==> config.mk <==
export PLATFORM = sky130hd
export DESIGN_NAME = rxm_match_unit
export DESIGN_NICKNAME = d
export VERILOG_FILES = /design/src/rtl/rxm_pkg.sv /design/src/rtl/rxm_cmp_bank.sv /design/src/rtl/rxm_enable_ctl.sv /design/src/rtl/rxm_event_cap.sv /design/src/rtl/rxm_match_unit.sv
export SDC_FILE = /design/constraint.sdc
export NUM_CORES = 1
export LEC_CHECK = 0
export BUFFER_PORTS_ARGS = -buffer_cell sky130_fd_sc_hd__clkbuf_2
export CORE_MARGIN = 5
export CORE_UTILIZATION = 29
export CTS_CLUSTER_SIZE = 20
export DETAILED_ROUTE_END_ITERATION = 6
export PLACE_DENSITY = 0.56
export SETUP_SLACK_MARGIN = 0.15
export SLEW_MARGIN = 40
export SYNTH_ARGS = -nofsm -noshare
export SYNTH_HDL_FRONTEND = slang
export SYNTH_SLANG_ARGS = --single-unit
==> constraint.sdc <==
create_clock -name clk -period 1.8 [get_ports clk]
set_input_delay 0.09 -clock clk [delete_from_list [all_inputs] [get_ports clk]]
set_output_delay 0.09 -clock clk [all_outputs]
set_load 0.01 [all_outputs]
==> src/rtl/rxm_pkg.sv <==
package rxm_pkg;
   // Index of the candidate armed by a chain shortcut from candidate idx
   function automatic int unsigned ring_next(input int unsigned idx, input int unsigned n);
      return (idx + 1) % n;
   endfunction

   // Index of the candidate whose chain shortcut arms candidate idx
   function automatic int unsigned ring_prev(input int unsigned idx, input int unsigned n);
      return (idx + n - 1) % n;
   endfunction
endpackage

==> src/rtl/rxm_cmp_bank.sv <==
module rxm_cmp_bank #(
   parameter int unsigned NCAND = 4,
   parameter int unsigned DW    = 8
) (
   input  logic                  byte_vld,
   input  logic [DW-1:0]         byte_dat,
   input  logic [NCAND*DW-1:0]   cand_val,
   input  logic [NCAND-1:0]      en_q,
   output logic [NCAND-1:0]      hit
);
   // one comparator per candidate, all in parallel
   for (genvar g = 0; g < NCAND; g++) begin : g_cmp
      logic [DW-1:0] ref_val;
      assign ref_val = cand_val[g*DW +: DW];
      assign hit[g]  = byte_vld & en_q[g] & (byte_dat == ref_val);
   end
endmodule

==> src/rtl/rxm_enable_ctl.sv <==
module rxm_enable_ctl #(
   parameter int unsigned NCAND = 4
) (
   input  logic              clk,
   input  logic              rst_n,
   input  logic              en_wr,
   input  logic [NCAND-1:0]  en_wdata,
   input  logic [NCAND-1:0]  task_en,
   input  logic [NCAND-1:0]  task_dis,
   input  logic [NCAND-1:0]  hit,
   input  logic [NCAND-1:0]  oneshot_cfg,
   input  logic [NCAND-1:0]  chain_cfg,
   input  logic [NCAND-1:0]  rearm_cfg,
   output logic [NCAND-1:0]  en_q
);
   import rxm_pkg::*;

   logic [NCAND-1:0] after_task;
   logic [NCAND-1:0] hit_clr;
   logic [NCAND-1:0] hit_set;
   logic [NCAND-1:0] en_nxt;

   // stage 1: software write, then enable tasks on top
   always_comb begin
      after_task = en_wr ? en_wdata : en_q;
      after_task = after_task | task_en;
   end

   // stage 2: hit consequences, computed per candidate
   for (genvar g = 0; g < NCAND; g++) begin : g_hit
      localparam int unsigned PREV = ring_prev(g, NCAND);
      assign hit_clr[g] = hit[g] & oneshot_cfg[g];
      assign hit_set[g] = (hit[g] & rearm_cfg[g]) | (hit[PREV] & chain_cfg[PREV]);
   end

   // stage 3: explicit disable overrides every set source
   always_comb begin
      en_nxt = ((after_task & ~hit_clr) | hit_set) & ~task_dis;
   end

   always_ff @(posedge clk or negedge rst_n) begin
      if (!rst_n) en_q <= '0;
      else        en_q <= en_nxt;
   end
endmodule

==> src/rtl/rxm_event_cap.sv <==
module rxm_event_cap #(
   parameter int unsigned NCAND   = 4,
   parameter int unsigned CW      = 16,
   parameter bit          REG_IRQ = 1'b0
) (
   input  logic              clk,
   input  logic              rst_n,
   input  logic [NCAND-1:0]  hit,
   input  logic [NCAND-1:0]  evt_clr,
   input  logic [NCAND-1:0]  irq_en,
   input  logic [CW-1:0]     rx_count,
   input  logic [CW-1:0]     tx_count,
   output logic [NCAND-1:0]  evt_q,
   output logic [CW-1:0]     rx_amt_q,
   output logic [CW-1:0]     tx_amt_q,
   output logic              irq
);
   logic             any_hit;
   logic [NCAND-1:0] evt_nxt;

   assign any_hit = |hit;
   // a hit outranks a clear arriving in the same cycle
   assign evt_nxt = (evt_q & ~evt_clr) | hit;

   always_ff @(posedge clk or negedge rst_n) begin
      if (!rst_n) begin
         evt_q    <= '0;
         rx_amt_q <= '0;
         tx_amt_q <= '0;
      end else begin
         evt_q <= evt_nxt;
         if (any_hit) begin
            rx_amt_q <= rx_count;
            tx_amt_q <= tx_count;
         end
      end
   end

   if (REG_IRQ) begin : g_irq_reg
      logic irq_q;
      always_ff @(posedge clk or negedge rst_n) begin
         if (!rst_n) irq_q <= 1'b0;
         else        irq_q <= |(evt_nxt & irq_en);
      end
      assign irq = irq_q;
   end else begin : g_irq_comb
      assign irq = |(evt_q & irq_en);
   end
endmodule

==> src/rtl/rxm_match_unit.sv <==
module rxm_match_unit #(
   parameter int unsigned NCAND   = 4,
   parameter int unsigned DW      = 8,
   parameter int unsigned CW      = 16,
   parameter bit          REG_IRQ = 1'b0
) (
   input  logic                  clk,
   input  logic                  rst_n,
   input  logic                  byte_vld,
   input  logic [DW-1:0]         byte_dat,
   input  logic [CW-1:0]         rx_count,
   input  logic [CW-1:0]         tx_count,
   input  logic [NCAND*DW-1:0]   cand_val,
   input  logic [NCAND-1:0]      oneshot_cfg,
   input  logic [NCAND-1:0]      chain_cfg,
   input  logic [NCAND-1:0]      rearm_cfg,
   input  logic                  en_wr,
   input  logic [NCAND-1:0]      en_wdata,
   input  logic [NCAND-1:0]      task_en,
   input  logic [NCAND-1:0]      task_dis,
   input  logic [NCAND-1:0]      evt_clr,
   input  logic [NCAND-1:0]      irq_en,
   output logic [NCAND-1:0]      match_en,
   output logic [NCAND-1:0]      evt_flag,
   output logic [CW-1:0]         rx_amount,
   output logic [CW-1:0]         tx_amount,
   output logic                  irq
);
   // elaboration-time parameter checks
   if (NCAND < 1 || NCAND > 32) begin : g_bad_ncand
      $error("rxm_match_unit: NCAND must lie in 1..32");
   end
   if (DW < 1 || DW > 16) begin : g_bad_dw
      $error("rxm_match_unit: DW must lie in 1..16");
   end
   if (CW < 1) begin : g_bad_cw
      $error("rxm_match_unit: CW must be at least 1");
   end

   logic [NCAND-1:0] hit;
   logic [NCAND-1:0] en_q;

   rxm_cmp_bank #(.NCAND(NCAND), .DW(DW)) u_cmp (
      .byte_vld (byte_vld),
      .byte_dat (byte_dat),
      .cand_val (cand_val),
      .en_q     (en_q),
      .hit      (hit)
   );

   rxm_enable_ctl #(.NCAND(NCAND)) u_en (
      .clk         (clk),
      .rst_n       (rst_n),
      .en_wr       (en_wr),
      .en_wdata    (en_wdata),
      .task_en     (task_en),
      .task_dis    (task_dis),
      .hit         (hit),
      .oneshot_cfg (oneshot_cfg),
      .chain_cfg   (chain_cfg),
      .rearm_cfg   (rearm_cfg),
      .en_q        (en_q)
   );

   rxm_event_cap #(.NCAND(NCAND), .CW(CW), .REG_IRQ(REG_IRQ)) u_evt (
      .clk      (clk),
      .rst_n    (rst_n),
      .hit      (hit),
      .evt_clr  (evt_clr),
      .irq_en   (irq_en),
      .rx_count (rx_count),
      .tx_count (tx_count),
      .evt_q    (evt_flag),
      .rx_amt_q (rx_amount),
      .tx_amt_q (tx_amount),
      .irq      (irq)
   );

   assign match_en = en_q;
endmodule

==> key figures, run 1 <==
Critical path
  – Startpoint Class: flip-flop
  – Critical R2R Capture: u_evt.tx_amt_q[15]
  – R2r startpoint: u_en.en_q[0]
  – Worst EP arrival: 1.88 ns
  – Crit-path cells: nand3_1 -> or4_4 -> nand4_4 -> buf_12 -> mux2_2
  – Worst setup path end: u_evt.tx_amt_q[15]
  – Required @ worst endpoint: 1.97 ns
  – Max FO, Critical Path: 18
  – Largest stage delay, worst path: 0.45 ns
  – Worst setup path class: flip-flop to flip-flop
  – Reg2reg setup slack: 0.1 ns
  – Worst reg-to-reg path cell count: 5
  – Slowest cell on crit path: or4_4
  – Crit path capture type: flip-flop
  – Crit. Startpoint: u_en.en_q[0]

Layout
  – Area grow syn2layout: 52.2%
  – Share of layout cells above drive strength 1: 60.9%
  – Layout fillers: 712
  – Most frequent cells in the layout: clkbuf_2, dfrtp_1, mux2_4, xor2_1, buf_4
  – Final net count: 458
  – Diode count: 0
  – Most common cell after layout, fill and taps aside: clkbuf_2

Global routing
  – Vias in the first global route: 2157
  – First-pass GRT wire length: 10700 um
  – Largest net degree at the start of global routing: 22
  – GRT Total Usage: 14.0%
  – Aggregate global routing overflow: 0
  – Initial antenna violation count: 0

Die
  – Height of the die: 97.2 um
  – FP Rows: 31
  – Core area: 7330 um^2
  – Initial core utilization: 30.1%
  – I/O pins: between 100 and 150
  – Die Wd: 97.2 um
  – Die Footprint: approximately 9500 um^2

Placed design
  – Port Buffer Count: 148
  – DPL Wire Length: 5420 um
  – Final RePlAce weighted congestion: 0.806

Drt
  – Drt drc: 0
  – Post-Route M1 WL: 2790 um
  – Avg Vias per Cell: 4.38
  – Vias: 1967
  – Detailed Route Iter0 Violations: 36
  – Highest metal layer with signal wires: met4
  – Met2 wire len: about 3000 um
  – Drt total wl: 6510 um
  – DR WL/cell: approximately 14 um
  – First drt pass iteration count: 4
  – Post-route ant nets: 0
  – Metal3 WL: 600 um

Min path
  – Hold path depth: 2
  – Hold crit path type: primary input to flip-flop

STA
  – Max Slew Vio Count: 0
  – Relative slew slack: approximately two thirds
  – TNS Setup: 0 ns
  – Unrepaired setup endpoints after global routing: yes
  – Setup Skew: approximately 0.0055 ns
  – Least-Margin Pin Slew: 0.506 ns
  – Setup Viol. Count Final: 0
  – Fmax: 0.587 GHz
  – Tcrit/Tclk final: between 90 and 100%
  – Crit path time final: 1.70 ns
  – Final hold viol count: 0

Power and ir drop
  – Leakage power: 1.78 nW
  – Pwr dens: 669 nW/um^2
  – Tot Pwr: 2.24 mW
  – Peak supply drop: 324 uV

Clock tree
  – TritonCTS Sinks: 40
  – Post-CTS Setup Repair Bufs: 0
  – Max clock buf depth: 2
  – Root Driver: clkbuf_8
  – CTS Buf Count: 5
  – Gates resized, CTS repair: 0
  – Clk_lat worst skew: 0.29 ns
  – CTS tree: done
  – CTS HTree Levels: 2
  – Clock transition at path regs: 0.08 ns

Synthesis
  – Synthesized cell area: 2210 um^2
  – Syn Area/Cell: 13.1 um^2
  – Synth warn: 0
  – Cells after Synth: 169
  – Library cells used by synthesis: 23
  – Seq cells post-synth: 40
  – Post-synthesis sequential area ratio: between 40% and 50%
  – Post-synthesis net count: 277

Status
  – Outcome: finished clean

Flow run
  – # Max-Cap Violations: 0
-- worst min path at each step --
stage / from / end
after floorplan: rst_n / u_en.en_q[0]
after global placement: rst_n / u_evt.tx_amt_q[10]
after detailed placement: rst_n / u_evt.tx_amt_q[10]
after CTS: rx_count[0] / u_evt.rx_amt_q[0]
after global routing: rx_count[0] / u_evt.rx_amt_q[0]
final: rx_count[0] / u_evt.rx_amt_q[0]
-- Yosys cell counts (all sizes together) --
cell / count / area share (%)
nor4: 6 / 1.7
dfrtp: 40 / 45
nor2: 7 / 1.2
xnor2: 10 / 4.0
nand3: 4 / 0.91
o2bb2ai: 4 / 1.6
buf: 3 / 2.7
or4: 1 / 0.51
nand4: 2 / 1.2
and3: 2 / 0.57
xor2: 22 / 8.7
nand4b: 2 / 0.79
mux2: 36 / 23
nor4b: 1 / 0.40
a21oi: 4 / 0.91
nand2: 7 / 1.2
and4: 1 / 0.40
nor3: 3 / 0.68
o21ai: 4 / 0.91
inv: 4 / 0.68
a22oi: 6 / 2.0
-- flip-flops by register name, summed over array words and instances (netlist names) --
name	flops
u_en.en_q	4
u_evt.evt_q	4
u_evt.rx_amt_q	16
u_evt.tx_amt_q	16
-- timing repair --
action	in CTS	in global routing
hold endpoints to repair	27	0
setup endpoints to repair	32	32
hold buffers	9	0
-- critical path: cells and delay by family (launching register included) --
| kind | cells | cell delay, ns |
|---|---|---|
| buffers and inverters | 1 | 0.19 |
| AND/OR/NAND/NOR | 3 | 0.68 |
| multiplexers | 1 | 0.34 |
| flip-flops | 1 | 0.36 |
-- power by group --
| part | switching [mW] | total, mW | leakage [nW] | internal, mW |
|---|---|---|---|---|
| Sequential | 0.0590 | 1.06 | 0.544 | 0.998 |
| Clock | 0.306 | 0.569 | 0.0400 | 0.263 |
| Combinational | 0.258 | 0.618 | 1.20 | 0.360 |
-- kinds of logic (layout without fill, tap and decap cells) --
| logic type | after synthesis | count (layout) | synth area share [%] |
|---|---|---|---|
| flip-flops | 40 | 40 | 45.4 |
| multiplexers | 36 | 36 | 23.5 |
| AND/OR/NAND/NOR | 36 | 36 | 9.59 |
| XOR/XNOR | 32 | 32 | 12.7 |
| AO/OA/AOI/OAI | 18 | 18 | 5.45 |
| buffers and inverters | 7 | 188 | 3.40 |
-- routing by layer --
layer / up-vias / GRT usage (%)
met5: - / 0
met4: 0 / 3.62
met3: 8 / 4.88
met2: 105 / 22.9
met1: 893 / 17.5
li1: 961 / -
-- cell type report --
cell class,instances,area [um^2],area share (%)
clock buffers,5,68.8,2.05
multi-input cells,122,1130,33.7
inverters,4,15.0,0.447
flip-flops and latches,40,1000,29.8
well taps,99,124,3.69
repair buffers,177,1010,30.0
clock inverters,2,12.5,0.373
-- through the flow --
stage / cells / utilization, % / worst slack (ns) / hold slack, ns / instance area, um^2
floorplan: 169 / - / 0.137 / -0.206 / 2210
global placement: 433 / 43.5 / -0.0737 / 0.0868 / 3190
detailed placement: 433 / 43.5 / -0.106 / 0.0823 / 3190
CTS: 449 / 45.8 / 0.0792 / 0.0200 / 3360
global route: 449 / 45.8 / 0.0362 / 0.0200 / 3360
finish: 449 / 45.8 / 0.0959 / 0.0280 / 3360
No activity file was read; power rests on OpenSTA's default activity.
==> run 2: changes to the inputs <==
--- a/config.mk
+++ b/config.mk
@@ -5,13 +5,15 @@
 export SDC_FILE = /design/constraint.sdc
 export NUM_CORES = 1
 export LEC_CHECK = 0
+export ABC_AREA = 1
 export BUFFER_PORTS_ARGS = -buffer_cell sky130_fd_sc_hd__clkbuf_2
 export CORE_MARGIN = 5
 export CORE_UTILIZATION = 29
 export CTS_CLUSTER_SIZE = 20
 export DETAILED_ROUTE_END_ITERATION = 6
-export PLACE_DENSITY = 0.56
+export PLACE_DENSITY = 0.54
 export SETUP_SLACK_MARGIN = 0.15
+export SKIP_LAST_GASP = 1
 export SLEW_MARGIN = 40
 export SYNTH_ARGS = -nofsm -noshare
 export SYNTH_HDL_FRONTEND = slang
==> key figures, run 2 <==
Status
  – Outcome: finished clean

Synthesis
  – Library cells used by synthesis: 23
  – Syn Area/Cell: 6.43 um^2
  – Post-synthesis net count: 518
  – Number of synthesized flops with an enable pin: 0
  – Post-synthesis sequential area ratio: 38.0%
  – Synth top area cells: dfrtp_1, nand2_1, nand3_1
  – Yosys top cell by area: dfrtp_1
  – Synthesized cell area: ~2600 um^2
  – Seq cells post-synth: 40
  – Synth cell count leaders: nand2_1, inv_1, nand3_1, dfrtp_1, nor2_1
  – Top-area cell type share of the netlist area: 38.0%
  – Synth warn: 0
  – Cells after Synth: between 400 and 500
  – Most frequent cell after synthesis: nand2_1
  – Ys flop type: dfrtp_1
  – FFs w/ async S/R, synth: 100%

Layout
  – Most common cell after layout, fill and taps aside: nand2_1
  – Biggest regs: u_evt.rx_amt_q x16, u_evt.tx_amt_q x16
  – Finished Cell Area: 4000 um^2
  – Most frequent cells in the layout: nand2_1, clkbuf_2, inv_1, nand3_1, dfrtp_1
  – Share of layout cells above drive strength 1: between 30% and 40%
  – Area grow syn2layout: 51.9%
  – Non-Filler Instances: 709
  – Final net count: about 710
  – Diode count: 0

Power and ir drop
  – Psw: approximately 0.84 mW
  – Sw frac: 31.6%
  – Internal power: between 1.5 and 2 mW
  – Leakage power: roughly 2.5 nW
  – Logic gate share of total power: 29.6%
  – Clock power share: 28.5%
  – Seq pwr share: a little over two fifths
  – Tot Pwr: 2.66 mW
  – Peak supply drop: 352 uV
  – Pwr dens: 663 nW/um^2

Critical path
  – Crit path capture type: flip-flop
  – Critical path buffers and inverters: 1
  – Worst setup path class: flip-flop to flip-flop
  – Max FO, Critical Path: 15
  – Startpoint Class: flip-flop
  – Largest stage delay, worst path: 0.42 ns
  – Critical R2R Capture: u_evt.rx_amt_q[5]
  – R2r startpoint: u_en.en_q[3]
  – Family with the most delay on the worst path: simple AND/OR/NAND/NOR gates
  – Critical Path Stages: 10
  – Crit-path cells: nand2_1 -> a21oi_2 -> nand2_1 -> nor2_4 -> nand2_2 -> nor2_4 -> nor2_4 -> buf_4 -> nand3_1 -> nand2_1
  – Worst reg-to-reg path cell count: 10
  – Required @ worst endpoint: 1.98 ns
  – Worst EP arrival: 1.70 ns
  – Slowest cell on crit path: dfrtp_1
  – Reg2reg setup slack: 0.29 ns

Global routing
  – Vias in the first global route: 3173
  – First-pass GRT wire length: 15300 um
  – Aggregate global routing overflow: 0
  – GRT Total Usage: about 17%
  – Largest net degree at the start of global routing: 33
  – Initial antenna violation count: 0

Min path
  – Min-delay src: rx_count[10]
  – Hold crit path type: primary input to flip-flop
  – WHS Endpoint: u_evt.rx_amt_q[10]
  – Hold path depth: 3

STA
  – Unrepaired setup endpoints after global routing: no
  – Relative slew slack: 77.7%
  – WHS: 0.00653 ns
  – Setup Viol. Count Final: 0
  – Least-Margin Pin Slew: about 0.33 ns
  – Final hold viol count: 0
  – TNS Setup: 0 ns
  – Crit path time final: 1.51 ns
  – Tcrit/Tclk final: 84.1%
  – Fmax: 0.661 GHz
  – Max Slew Vio Count: 0
  – Setup Skew: 0.00840 ns

Drt
  – Drt total wl: 9420 um
  – First drt pass iteration count: 5
  – Vias: 3105
  – Post-route ant nets: 0
  – DR WL/cell: 13.3 um
  – Drt drc: 0
  – Detailed Route Iter0 Violations: 103
  – Avg Vias per Cell: 4.38

Die
  – I/O pins: 149
  – Height of the die: 105 um
  – Initial core utilization: 29.9%
  – Die Wd: 105 um
  – Core area: 8810 um^2
  – FP Rows: 34
  – Die Footprint: between 10000 and 15000 um^2

Clock tree
  – TritonCTS Sinks: 40
  – CTS HTree Levels: 2
  – CTS Buf Count: 5
  – Clock transition at path regs: 0.08 ns
  – CTS tree: done
  – Max clock buf depth: 2
  – Root Driver: clkbuf_8
  – Clk_lat worst skew: approximately 0.29 ns

Placed design
  – DPL Wire Length: 7780 um
  – Placed cell area: around 3500 um^2
  – Port Buffer Count: 148
  – Final RePlAce weighted congestion: 0.863
  – Placed insts: roughly 660

Flow run
  – # Max-Cap Violations: 0
run 2: changes by cell type after synthesis, moves of 7 or more:
cell | previous run | this run
inv_1 | 4 | 44
nand2_1 | 7 | 177
nand2_2 | 0 | 12
nand3_1 | 4 | 43
mux2_4 | 30 | 0
xnor2_1 | 10 | 3
xor2_1 | 22 | 2
nor2_1 | 7 | 40
inv_2 | 0 | 9
run 2: routing by layer:
| layer | part of all wire, % | vias up | track usage [%] |
|---|---|---|---|
| li1 | - | 1641 | - |
| met1 | 44 | 1370 | 21.1 |
| met2 | 51 | 90 | 30.9 |
| met3 | 4.5 | 4 | 2.93 |
| met4 | 0.64 | 0 | 3.09 |
| met5 | 0 | - | 0 |
run 2: worst reg2reg max path, cell delays in order, from the launching register on:
cell and delay, ns:
dfrtp_1 0.42, nand2_1 0.08, a21oi_2 0.10, nand2_1 0.09, nor2_4 0.13, nand2_2 0.09, nor2_4 0.11, nor2_4 0.07
buf_4 0.19, nand3_1 0.08, nand2_1 0.06
run 2: worst max path at each step:
stage | startpoint | end | slack (ns)
2_1_floorplan | u_en.en_q[3] | u_evt.rx_amt_q[0] | 0.41
3_5_place_dp | u_en.en_q[2] | u_evt.rx_amt_q[12] | 0.09
6_report | u_en.en_q[3] | u_evt.rx_amt_q[5] | 0.29
3_3_place_gp | u_en.en_q[2] | u_evt.rx_amt_q[12] | 0.13
5_1_grt | u_en.en_q[2] | u_evt.rx_amt_q[4] | 0.16
4_1_cts | u_en.en_q[2] | u_evt.tx_amt_q[4] | 0.20
run 2: what timing repair did:
item	4_1_cts	5_1_grt
endpoints found under the hold margin	73	0
pin swaps	0	4
gates resized for setup	2	4
hold buffers	34	0
setup buffers	0	4
setup endpoints to repair	32	32
run 2: final cells by class:
cell class | instances | area (um^2)
Timing Repair Buffer | 192 | 1160
Clock buffer | 5 | 68.8
Sequential cell | 40 | 1000
Tap cell | 108 | 135
Clock inverter | 3 | 46.3
Multi-Input combinational cell | 308 | 1390
Fill cell | 931 | 4800
Inverter | 53 | 199
run 2: kinds of logic after synthesis:
| kind of cell | count (synthesis) | synth area share (%) |
|---|---|---|
| AO/OA/AOI/OAI | 14 | 3.18 |
| AND/OR/NAND/NOR | 289 | 47.1 |
| XOR/XNOR | 5 | 1.66 |
| buffers and inverters | 62 | 10.1 |
| flip-flops | 40 | 38.0 |
run 2: per-stage QoR:
| step | worst slack, ns | utilization, % |
|---|---|---|
| finish | 0.287 | 45.5 |
| global route | 0.158 | 45.5 |
| CTS | 0.202 | 44.9 |
| detailed placement | 0.0892 | 39.6 |
| global placement | 0.128 | 39.6 |
| floorplan | 0.409 | - |
run 2: power groups by stage:
| stage | logic (mW) | registers (mW) | clock network (mW) |
|---|---|---|---|
| final | 0.785 | 1.11 | 0.756 |
| after global routing | 0.889 | 1.13 | 0.818 |
| after CTS | 0.789 | 1.12 | 0.787 |
| after detailed placement | 0.726 | 1.13 | 0 |
| after global placement | 0.715 | 1.13 | 0 |
| after floorplan | 0.279 | 1.19 | 0 |
